[src/rtl/pps_pkg.sv]
package pps_pkg;
    typedef enum logic [3:0] {
        PS_OPER     = 4'd0,
        PS_IDLEWAIT = 4'd1,
        PS_SUSP     = 4'd2,
        PS_RWAKE    = 4'd3,
        PS_XWAKE    = 4'd4,
        PS_RESUME   = 4'd5,
        PS_RESET    = 4'd6,
        PS_DSUSP    = 4'd7,
        PS_DCONN    = 4'd8
    } pstate_e;

    localparam int CAUSE_W     = 3;
    localparam int CAUSE_RWAKE = 0;
    localparam int CAUSE_CONN  = 1;
    localparam int CAUSE_XWAKE = 2;

    typedef struct packed {
        pstate_e st;
        logic    susp;
    } fsm_t;
endpackage

[src/rtl/pps_timer.sv]
module pps_timer #(
    parameter int MAX_VAL = 20,
    localparam int CW = $clog2(MAX_VAL + 1)
) (
    input  logic          clk,
    input  logic          rst_n,
    input  logic          tick,
    input  logic          load,
    input  logic [CW-1:0] load_val,
    output logic          done
);
    logic [CW-1:0] cnt_d, cnt_q;

    always_comb begin
        cnt_d = cnt_q;
        if (load)
            cnt_d = load_val;
        else if (tick && cnt_q != '0)
            cnt_d = cnt_q - 1'b1;
    end

    always_ff @(posedge clk or negedge rst_n) begin
        if (!rst_n) cnt_q <= '0;
        else        cnt_q <= cnt_d;
    end

    assign done = tick && (cnt_q == CW'(1));

    // the count never exceeds the longest interval
    assert_cnt_bound_R4: assert property (@(posedge clk) disable iff (!rst_n)
        cnt_q <= CW'(MAX_VAL));
    // a reload takes effect on the next edge, ticks notwithstanding
    assert_reload_R4: assert property (@(posedge clk) disable iff (!rst_n)
        load |=> cnt_q == $past(load_val));
endmodule

[src/rtl/pps_irq.sv]
module pps_irq #(
    parameter int W = 3
) (
    input  logic         clk,
    input  logic         rst_n,
    input  logic [W-1:0] set,
    input  logic [W-1:0] clr,
    output logic [W-1:0] cause,
    output logic         irq
);
    logic [W-1:0] cause_d, cause_q;

    always_comb begin
        cause_d = (cause_q & ~clr) | set;
    end

    always_ff @(posedge clk or negedge rst_n) begin
        if (!rst_n) cause_q <= '0;
        else        cause_q <= cause_d;
    end

    assign cause = cause_q;
    assign irq   = |cause_q;

    for (genvar i = 0; i < W; i++) begin : g_sticky
        // a cause bit holds unless cleared
        assert_sticky_R11: assert property (@(posedge clk) disable iff (!rst_n)
            (cause_q[i] && !clr[i]) |=> cause_q[i]);
        // a set beats a simultaneous clear
        assert_set_wins_R11: assert property (@(posedge clk) disable iff (!rst_n)
            set[i] |=> cause_q[i]);
    end
endmodule

[src/rtl/usb_port_pwr.sv]
module usb_port_pwr
    import pps_pkg::*;
#(
    parameter int IDLE_MS   = 3,
    parameter int RESUME_MS = 20,
    parameter int RESET_MS  = 10
) (
    input  logic                clk,
    input  logic                rst_n,
    input  logic                tick_ms,
    input  logic                sw_suspend,
    input  logic                sw_resume,
    input  logic                sw_reset,
    input  logic                rwake_en,
    input  logic [CAUSE_W-1:0]  irq_clr,
    input  logic                line_idle,
    input  logic                line_k,
    input  logic                line_connect,
    input  logic                line_disconnect,
    input  logic                ext_wake,
    output logic                xcvr_clk_en,
    output logic                traffic_block,
    output logic                bus_idle_force,
    output logic                resume_drive,
    output logic                reset_drive,
    output logic                susp_bit,
    output logic                irq,
    output logic [CAUSE_W-1:0]  irq_cause,
    output logic [3:0]          port_state
);
    localparam int MAXA = (IDLE_MS > RESUME_MS) ? IDLE_MS : RESUME_MS;
    localparam int MAXV = (MAXA > RESET_MS) ? MAXA : RESET_MS;
    localparam int CW   = $clog2(MAXV + 1);

    fsm_t               r_q, r_d;
    logic               t_load, t_done;
    logic [CW-1:0]      t_val;
    logic [CAUSE_W-1:0] c_set;

    function automatic logic [CW-1:0] interval_of(input pstate_e s);
        case (s)
            PS_IDLEWAIT:         return CW'(IDLE_MS);
            PS_RWAKE, PS_RESUME: return CW'(RESUME_MS);
            PS_RESET:            return CW'(RESET_MS);
            default:             return '0;
        endcase
    endfunction

    always_comb begin
        r_d    = r_q;
        c_set  = '0;
        t_load = 1'b0;
        case (r_q.st)
            PS_OPER:
                if (sw_suspend) r_d.st = line_disconnect ? PS_DSUSP : PS_IDLEWAIT;
            PS_IDLEWAIT:
                if (!line_idle)  t_load = 1'b1;
                else if (t_done) r_d.st = PS_SUSP;
            PS_SUSP:
                if (sw_reset)       r_d.st = PS_RESET;
                else if (sw_resume) r_d.st = PS_RESUME;
                else if (ext_wake) begin
                    r_d.st = PS_XWAKE;
                    c_set[CAUSE_XWAKE] = 1'b1;
                end else if (line_k && rwake_en) begin
                    r_d.st = PS_RWAKE;
                    c_set[CAUSE_RWAKE] = 1'b1;
                end
            PS_RWAKE, PS_RESUME, PS_RESET:
                if (t_done) r_d.st = PS_OPER;
            PS_XWAKE:
                if (sw_reset)       r_d.st = PS_RESET;
                else if (sw_resume) r_d.st = PS_RESUME;
            PS_DSUSP:
                if (sw_reset) r_d.st = PS_RESET;
                else if (line_connect) begin
                    r_d.st = PS_DCONN;
                    c_set[CAUSE_CONN] = 1'b1;
                end
            PS_DCONN:
                if (sw_reset) r_d.st = PS_RESET;
            default:
                r_d.st = PS_OPER;
        endcase
        if (r_d.st != r_q.st) t_load = 1'b1;
        t_val    = interval_of(r_d.st);
        r_d.susp = (r_d.st == PS_IDLEWAIT) || (r_d.st == PS_SUSP) ||
                   (r_d.st == PS_DSUSP)    || (r_d.st == PS_DCONN);
    end

    always_ff @(posedge clk or negedge rst_n) begin
        if (!rst_n) r_q <= '{st: PS_OPER, susp: 1'b0};
        else        r_q <= r_d;
    end

    pps_timer #(.MAX_VAL(MAXV)) u_timer (
        .clk      (clk),
        .rst_n    (rst_n),
        .tick     (tick_ms),
        .load     (t_load),
        .load_val (t_val),
        .done     (t_done)
    );

    pps_irq #(.W(CAUSE_W)) u_irq (
        .clk   (clk),
        .rst_n (rst_n),
        .set   (c_set),
        .clr   (irq_clr),
        .cause (irq_cause),
        .irq   (irq)
    );

    always_comb begin
        xcvr_clk_en    = 1'b1;
        traffic_block  = 1'b1;
        bus_idle_force = 1'b0;
        resume_drive   = 1'b0;
        reset_drive    = 1'b0;
        case (r_q.st)
            PS_OPER:               traffic_block  = 1'b0;
            PS_IDLEWAIT, PS_XWAKE,
            PS_DCONN:              bus_idle_force = 1'b1;
            PS_SUSP, PS_DSUSP: begin
                xcvr_clk_en    = 1'b0;
                bus_idle_force = 1'b1;
            end
            PS_RWAKE, PS_RESUME:   resume_drive   = 1'b1;
            PS_RESET:              reset_drive    = 1'b1;
            default:               traffic_block  = 1'b0;
        endcase
    end

    assign susp_bit   = r_q.susp;
    assign port_state = r_q.st;

    // a K-state without wakeup enable leaves suspend untouched
    assert_kignore_R5: assert property (@(posedge clk) disable iff (!rst_n)
        (r_q.st == PS_SUSP && line_k && !rwake_en && !ext_wake && !sw_resume && !sw_reset)
        |=> (r_q.st == PS_SUSP && !xcvr_clk_en));
    // reset wins over a simultaneous resume
    assert_rst_prio_R8: assert property (@(posedge clk) disable iff (!rst_n)
        ((r_q.st == PS_SUSP || r_q.st == PS_XWAKE) && sw_reset && sw_resume)
        |=> r_q.st == PS_RESET);
    // the remote-wake cause rises only after an enabled K-state
    assert_rwake_irq_R3: assert property (@(posedge clk) disable iff (!rst_n)
        $rose(irq_cause[CAUSE_RWAKE]) |-> $past(line_k && rwake_en));
    // leaving a timed resume happens on a tick
    assert_resume_time_R4: assert property (@(posedge clk) disable iff (!rst_n)
        (r_q.st == PS_OPER && $past(r_q.st) == PS_RWAKE) |-> $past(tick_ms));
    // connect-wait holds until reset
    assert_dconn_hold_R10: assert property (@(posedge clk) disable iff (!rst_n)
        (r_q.st == PS_DCONN && !sw_reset) |=> r_q.st == PS_DCONN);
endmodule

[config.mk]
export PLATFORM = sky130hd
export DESIGN_NAME = usb_port_pwr
export DESIGN_NICKNAME = d
export VERILOG_FILES = /design/src/rtl/pps_pkg.sv /design/src/rtl/pps_timer.sv /design/src/rtl/pps_irq.sv /design/src/rtl/usb_port_pwr.sv
export SDC_FILE = /design/constraint.sdc
export NUM_CORES = 1
export LEC_CHECK = 0
export BUFFER_PORTS_ARGS = -buffer_cell sky130_fd_sc_hd__buf_2
export CELL_PAD_IN_SITES_DETAIL_PLACEMENT = 2
export CELL_PAD_IN_SITES_GLOBAL_PLACEMENT = 2
export CORE_UTILIZATION = 31
export DETAILED_ROUTE_END_ITERATION = 8
export GPL_TIMING_DRIVEN = 1
export PLACE_DENSITY = 0.9
export SLEW_MARGIN = 5
export SYNTH_ARGS = -nofsm -noshare
export SYNTH_HDL_FRONTEND = slang
export SYNTH_HIERARCHICAL = 1
export SYNTH_SLANG_ARGS = --single-unit
[constraint.sdc]
create_clock -name clk -period 3.8 [get_ports clk]
set_clock_uncertainty 0.15 [all_clocks]
set_input_delay 0.76 -clock clk [delete_from_list [all_inputs] [get_ports clk]]
set_output_delay 0.76 -clock clk [all_outputs]
set_load 0.02 [all_outputs]
* Word-level counts from Yosys, hierarchy flattened
Cells that the tools add are included.
** Operators by class
- Add/subtract/negate cells :: 1
- Eq/ne operators :: 17
- Multiplexer cells :: 38
- Bitwise gates (word level) :: 3
- Reductions and logical operators :: 16
** Operators with widths (number)
- 4-bit 2-to-1 mux :: 13
- 4-bit by 3-bit equality test with 1-bit output, second input constant :: 7
- 4-bit one-hot mux with 7 select lines :: 1
- 1-bit 2-to-1 mux :: 20
- 4-bit by 2-bit equality test with 1-bit output, second input constant :: 4
- 5-bit one-hot mux with 3 select lines :: 1
- 5-bit 2-to-1 mux :: 2
- 4-bit by 1-bit equality test with 1-bit output, second input constant :: 2
- 4-bit equality test, second input constant :: 2
- 8-bit OR reduction :: 1
- 2-bit OR reduction :: 3
- 3-bit OR reduction :: 2
- 5-bit by 1-bit equality test with 1-bit output, second input constant :: 1
- 5-bit nonzero test :: 1
- 5-bit OR reduction :: 1
- 5-bit by 1-bit subtractor with 5-bit output, second input constant :: 1
- 4-bit logical NOT :: 1
- 4-bit != test :: 1
- 3-bit bitwise AND :: 1
- 1-bit logical AND :: 3
- 1-bit logical OR :: 3
- 3-bit 2-to-1 mux :: 1
- 3-bit inverter :: 1
- 3-bit bitwise OR :: 1
- 2-bit nonzero test :: 1
** Word-level totals
- Register bits :: 13
- Input bits :: 15
- Output and inout port bits :: 14
- Logic and storage cells :: 79

* Depth between registers and ports, before layout
- Depth in word-level cells :: 10
- Depth in mapped cells :: 13
- Gate-level depth less buffers :: 12

* Modules after synthesis
The synthesis kept the hierarchy.
** Modules (own cells, without submodules)
- usb_port_pwr :: times used 1, cells each 89, area an instance 719.4 µm², seq. area each 125.1 µm²
- pps_timer :: times used 1, cells each 35, area an instance 336.6 µm², seq. area each 125.1 µm²
- pps_irq :: times used 1, cells each 10, area an instance 116.4 µm², seq. area each 75.1 µm²

* Least setup slack after synthesis
OpenSTA, ideal clock, no wires.
- Kind :: input -> register
- From :: input tick_ms
- To :: register u_timer.cnt_q[0]
- Setup time :: 0.146 ns
- Data arrival time :: 2.596 ns
- Required time :: 3.504 ns
- Setup slack :: 0.908 ns
- Stages :: 11
- Path buffers :: 1
- Path through :: and4b_2 > nand2_1 > a221oi_2 > a21oi_1 > nor2_1 > a211oi_1 > o311ai_1 > clkbuf_1 > nor3b_1 > mux2i_1 > o311ai_0
** On the way
- Elaborated cells between the ends (all ways) :: 16
- Classes of those cells :: eq/ne: 5; mux: 7; reduce/logical: 4
** RTL lines
- from (decl) :: line usb_port_pwr.sv:10 : input logic tick_ms,
- 1-bit logical AND * :: line pps_timer.sv:27 : assign done = tick && (cnt_q == CW'(1));
- 4-bit 2-to-1 mux :: line usb_port_pwr.sv:58 : else if (t_done) r_d.st = PS_SUSP;
- 4-bit 2-to-1 mux :: line usb_port_pwr.sv:57 : if (!line_idle) t_load = 1'b1;
- 4-bit one-hot mux with 7 select lines * :: line usb_port_pwr.sv:53 : case (r_q.st)
- 4-bit != test * :: line usb_port_pwr.sv:85 : if (r_d.st != r_q.st) t_load = 1'b1;
- 1-bit 2-to-1 mux * :: line usb_port_pwr.sv:85
- via t_load :: line usb_port_pwr.sv:36 : logic t_load, t_done;
- 5-bit 2-to-1 mux / 2-bit nonzero test (equally long branches)
- to (signal assigned) :: line pps_timer.sv:24 : else cnt_q <= cnt_d;
- to (decl) :: line pps_timer.sv:12 : logic [CW-1:0] cnt_d, cnt_q;
The timed path passes the listed nets; every way through them passes the cells marked *.
A chain may end at the register's enable or synchronous reset.

==> run summary <==
GR Overflow Total: 0
Distinct cells, synth: 57
RSZ-0062 raised after global routing: false
final period utilization: 0.793
Setup TNS: 0 ns
post-CTS setup repair buffer count: 0
initial antenna violation count: 0
hold_buf cts: 0
DP HPWL: 2890 um
Initial DRT Pass Iterations: 4
pwr dens: 987 nW/um2
vias in the first global route: 1270
Synth Instances: 134
antenna viol nets, final: 0
Lkg Pwr: 0.612 nW
WS Path Type: flip-flop to flip-flop
Worst path slowest cell: dfrtp_1
CTS sink count: 13
routed length per instance: 17.9 um
# setup viols final: 0
Synth top cells by count: dfrtp_1, nand2_1, a21oi_1, nor2_1, inv_1
Pins Over Slew Limit: 0
row cnt: 21
# fillers: 427
DRC viols: 0
Layout Nets: 176
Initial Util: 0.338
RR Startpoint: port_state[1]
Synth-to-Final Area Change: 14.8%
Worst slew margin: 0.552
Die Area: 4030 um2
max-capacitance violation count: 0
htree depth: 1
Crit path depth: 10
die width: 63.5 um
CP Capture Type: flip-flop
Worst Tran Pin Value: 0.671 ns
Post-synth EDFFs: 0
Req. time, crit path: 3.76 ns
hold slack: 0.238 ns
Final Cell Area: 1350 um2
Hold Fails Final Rpt: 0
Top delay family on crit path: simple AND/OR/NAND/NOR gates
CP most frequent cell: mux2i_1
worst path bufs/invs: 1
clk slew on worst S/H paths: 0.06 ns
worst min path class: input port to async pin
Inst Count DP: 200
initial drt markers: 36
Yosys reg bits: 13
status: complete, no violations
maximum clock insertion buffer count: 2
# port buffers: 28
# IOs: 29
top cell type by total area after synthesis: dfrtp_1
first-pass GRT wire length: 6230 um
# resized after CTS: 0
vias after detailed routing: 1099
WL final: 3650 um
DR vias/cell: 5.39
register area share after synthesis: 0.277
crit path from: port_state[1]
root buffer cell: clkbuf_8
core area: 3470 um2
CP Cell Sequence: nor2b_1 -> nand3_1 -> o21bai_1 -> o221ai_4 -> mux2i_1 -> o311ai_1 -> buf_4 -> nor3b_1 -> mux2i_1 -> o311ai_0
Critical Path AT: 2.98 ns
Clk Latency, worst-skew pair: 0.25 ns
share of the synthesized area in the top cell type: 0.277
CTS tree: yes
most common flop cell mapped by yosys: dfrtp_1
gpl congestion: 0.760
maximum vdd ir drop: 0.000337 V
largest net degree at the start of global routing: 19
diodes inserted: 0
min cycle time layout: 3.01 ns
max incr delay on CP: 0.73 ns
fmax: 0.332 GHz
Die H: 63.5 um
top cells by area, synth: dfrtp_1, buf_6, nand2_1
GRT Overall Usage: 0.201
startpoint types: flip-flop
worst-path fanout max: 18
Syn Std Cell Area: 1170 um2
reg2reg path depth: 10
synthesized net count: 151
share of post-route cells with drive strength above 1: 0.285
Post-synth ARST share: 1.00
Num CTS Buffers: 3
Layout Cells excl Fill: 204
Ys Warns: 6
placed cell area: 1300 um2
Syn Area/Cell: 8.75 um2
power breakdown:
group          switching, W  internal [W]
Sequential         0.000122      0.000188
Clock             0.0000542     0.0000744
Combinational      0.000526      0.000365
worst register-to-register path, stage by stage, from the launching register on:
cell and delay (ns):
dfrtp_1 0.73, nor2b_1 0.35, nand3_1 0.20, o21bai_1 0.25
o221ai_4 0.15, mux2i_1 0.23, o311ai_1 0.14, buf_4 0.21
nor3b_1 0.24, mux2i_1 0.11, o311ai_0 0.12
registers in the layout (all words and copies together), names as in the netlist:
| signal | cells |
|---|---|
| port_state | 4 |
| susp_bit | 1 |
| u_irq/cause | 3 |
| u_timer/cnt_q | 5 |
layout make-up:
type	count	area (um2)	area share
clock buffers	4	45.0	0.0335
repair buffers	29	148	0.110
flip-flops and latches	13	325	0.242
multi-input cells	103	737	0.547
well taps	46	57.6	0.0428
inverters	9	33.8	0.0251
final timing paths:
path                                         end  slack (ns)
worst max register to register  u_timer/cnt_q[0]        0.79
worst max-delay path            u_timer/cnt_q[0]        0.79
worst min-delay path            u_timer/cnt_q[1]        0.24
min in group clk                  u_irq/cause[2]        0.35
worst min register to register    u_irq/cause[2]        0.35
max in group asynchronous         u_irq/cause[0]        3.03
cell usage in the layout, fill, tap and decap left out, types with 3 or more instances in the layout:
cell and count:
a31oi_1 3, nand2_1 13, xnor2_1 3, buf_2 28, dfrtp_1 13, nor2b_1 7
clkbuf_8 3, o21ai_0 6, nor2_1 9, inv_1 8, nor3b_1 4, a21oi_1 9
layer usage:
| metal | share of wire | routed length (um) | track usage | up-vias |
|---|---|---|---|---|
| li1 | - | - | - | 533 |
| met1 | 0.40 | 1470 | 0.220 | 539 |
| met2 | 0.55 | 2020 | 0.390 | 22 |
| met3 | 0.026 | 93 | 0.0127 | 5 |
| met4 | 0.017 | 61 | 0.0852 | 0 |
| met5 | 0 | 0 | 0 | - |
through the flow:
step	worst slack, ns	power, W	util
after floorplan	0.908	0.00102	-
after global placement	0.768	0.00113	0.375
after detailed placement	0.574	0.00121	0.375
after CTS	0.757	0.00134	0.388
after global routing	0.551	0.00143	0.388
final	0.787	0.00133	0.388
logic make-up (layout without fill, tap and decap cells):
kind of cell / count (synthesis) / after routing / synth area share
simple gates: 51 / 51 / 0.248
flops: 13 / 13 / 0.277
mux: 3 / 3 / 0.0267
xor+xnor: 6 / 6 / 0.0512
buf+inv: 18 / 42 / 0.0939
compound gates: 41 / 41 / 0.282
fa+ha+maj: 2 / 2 / 0.0213
Power figures use the tool's default switching activity.
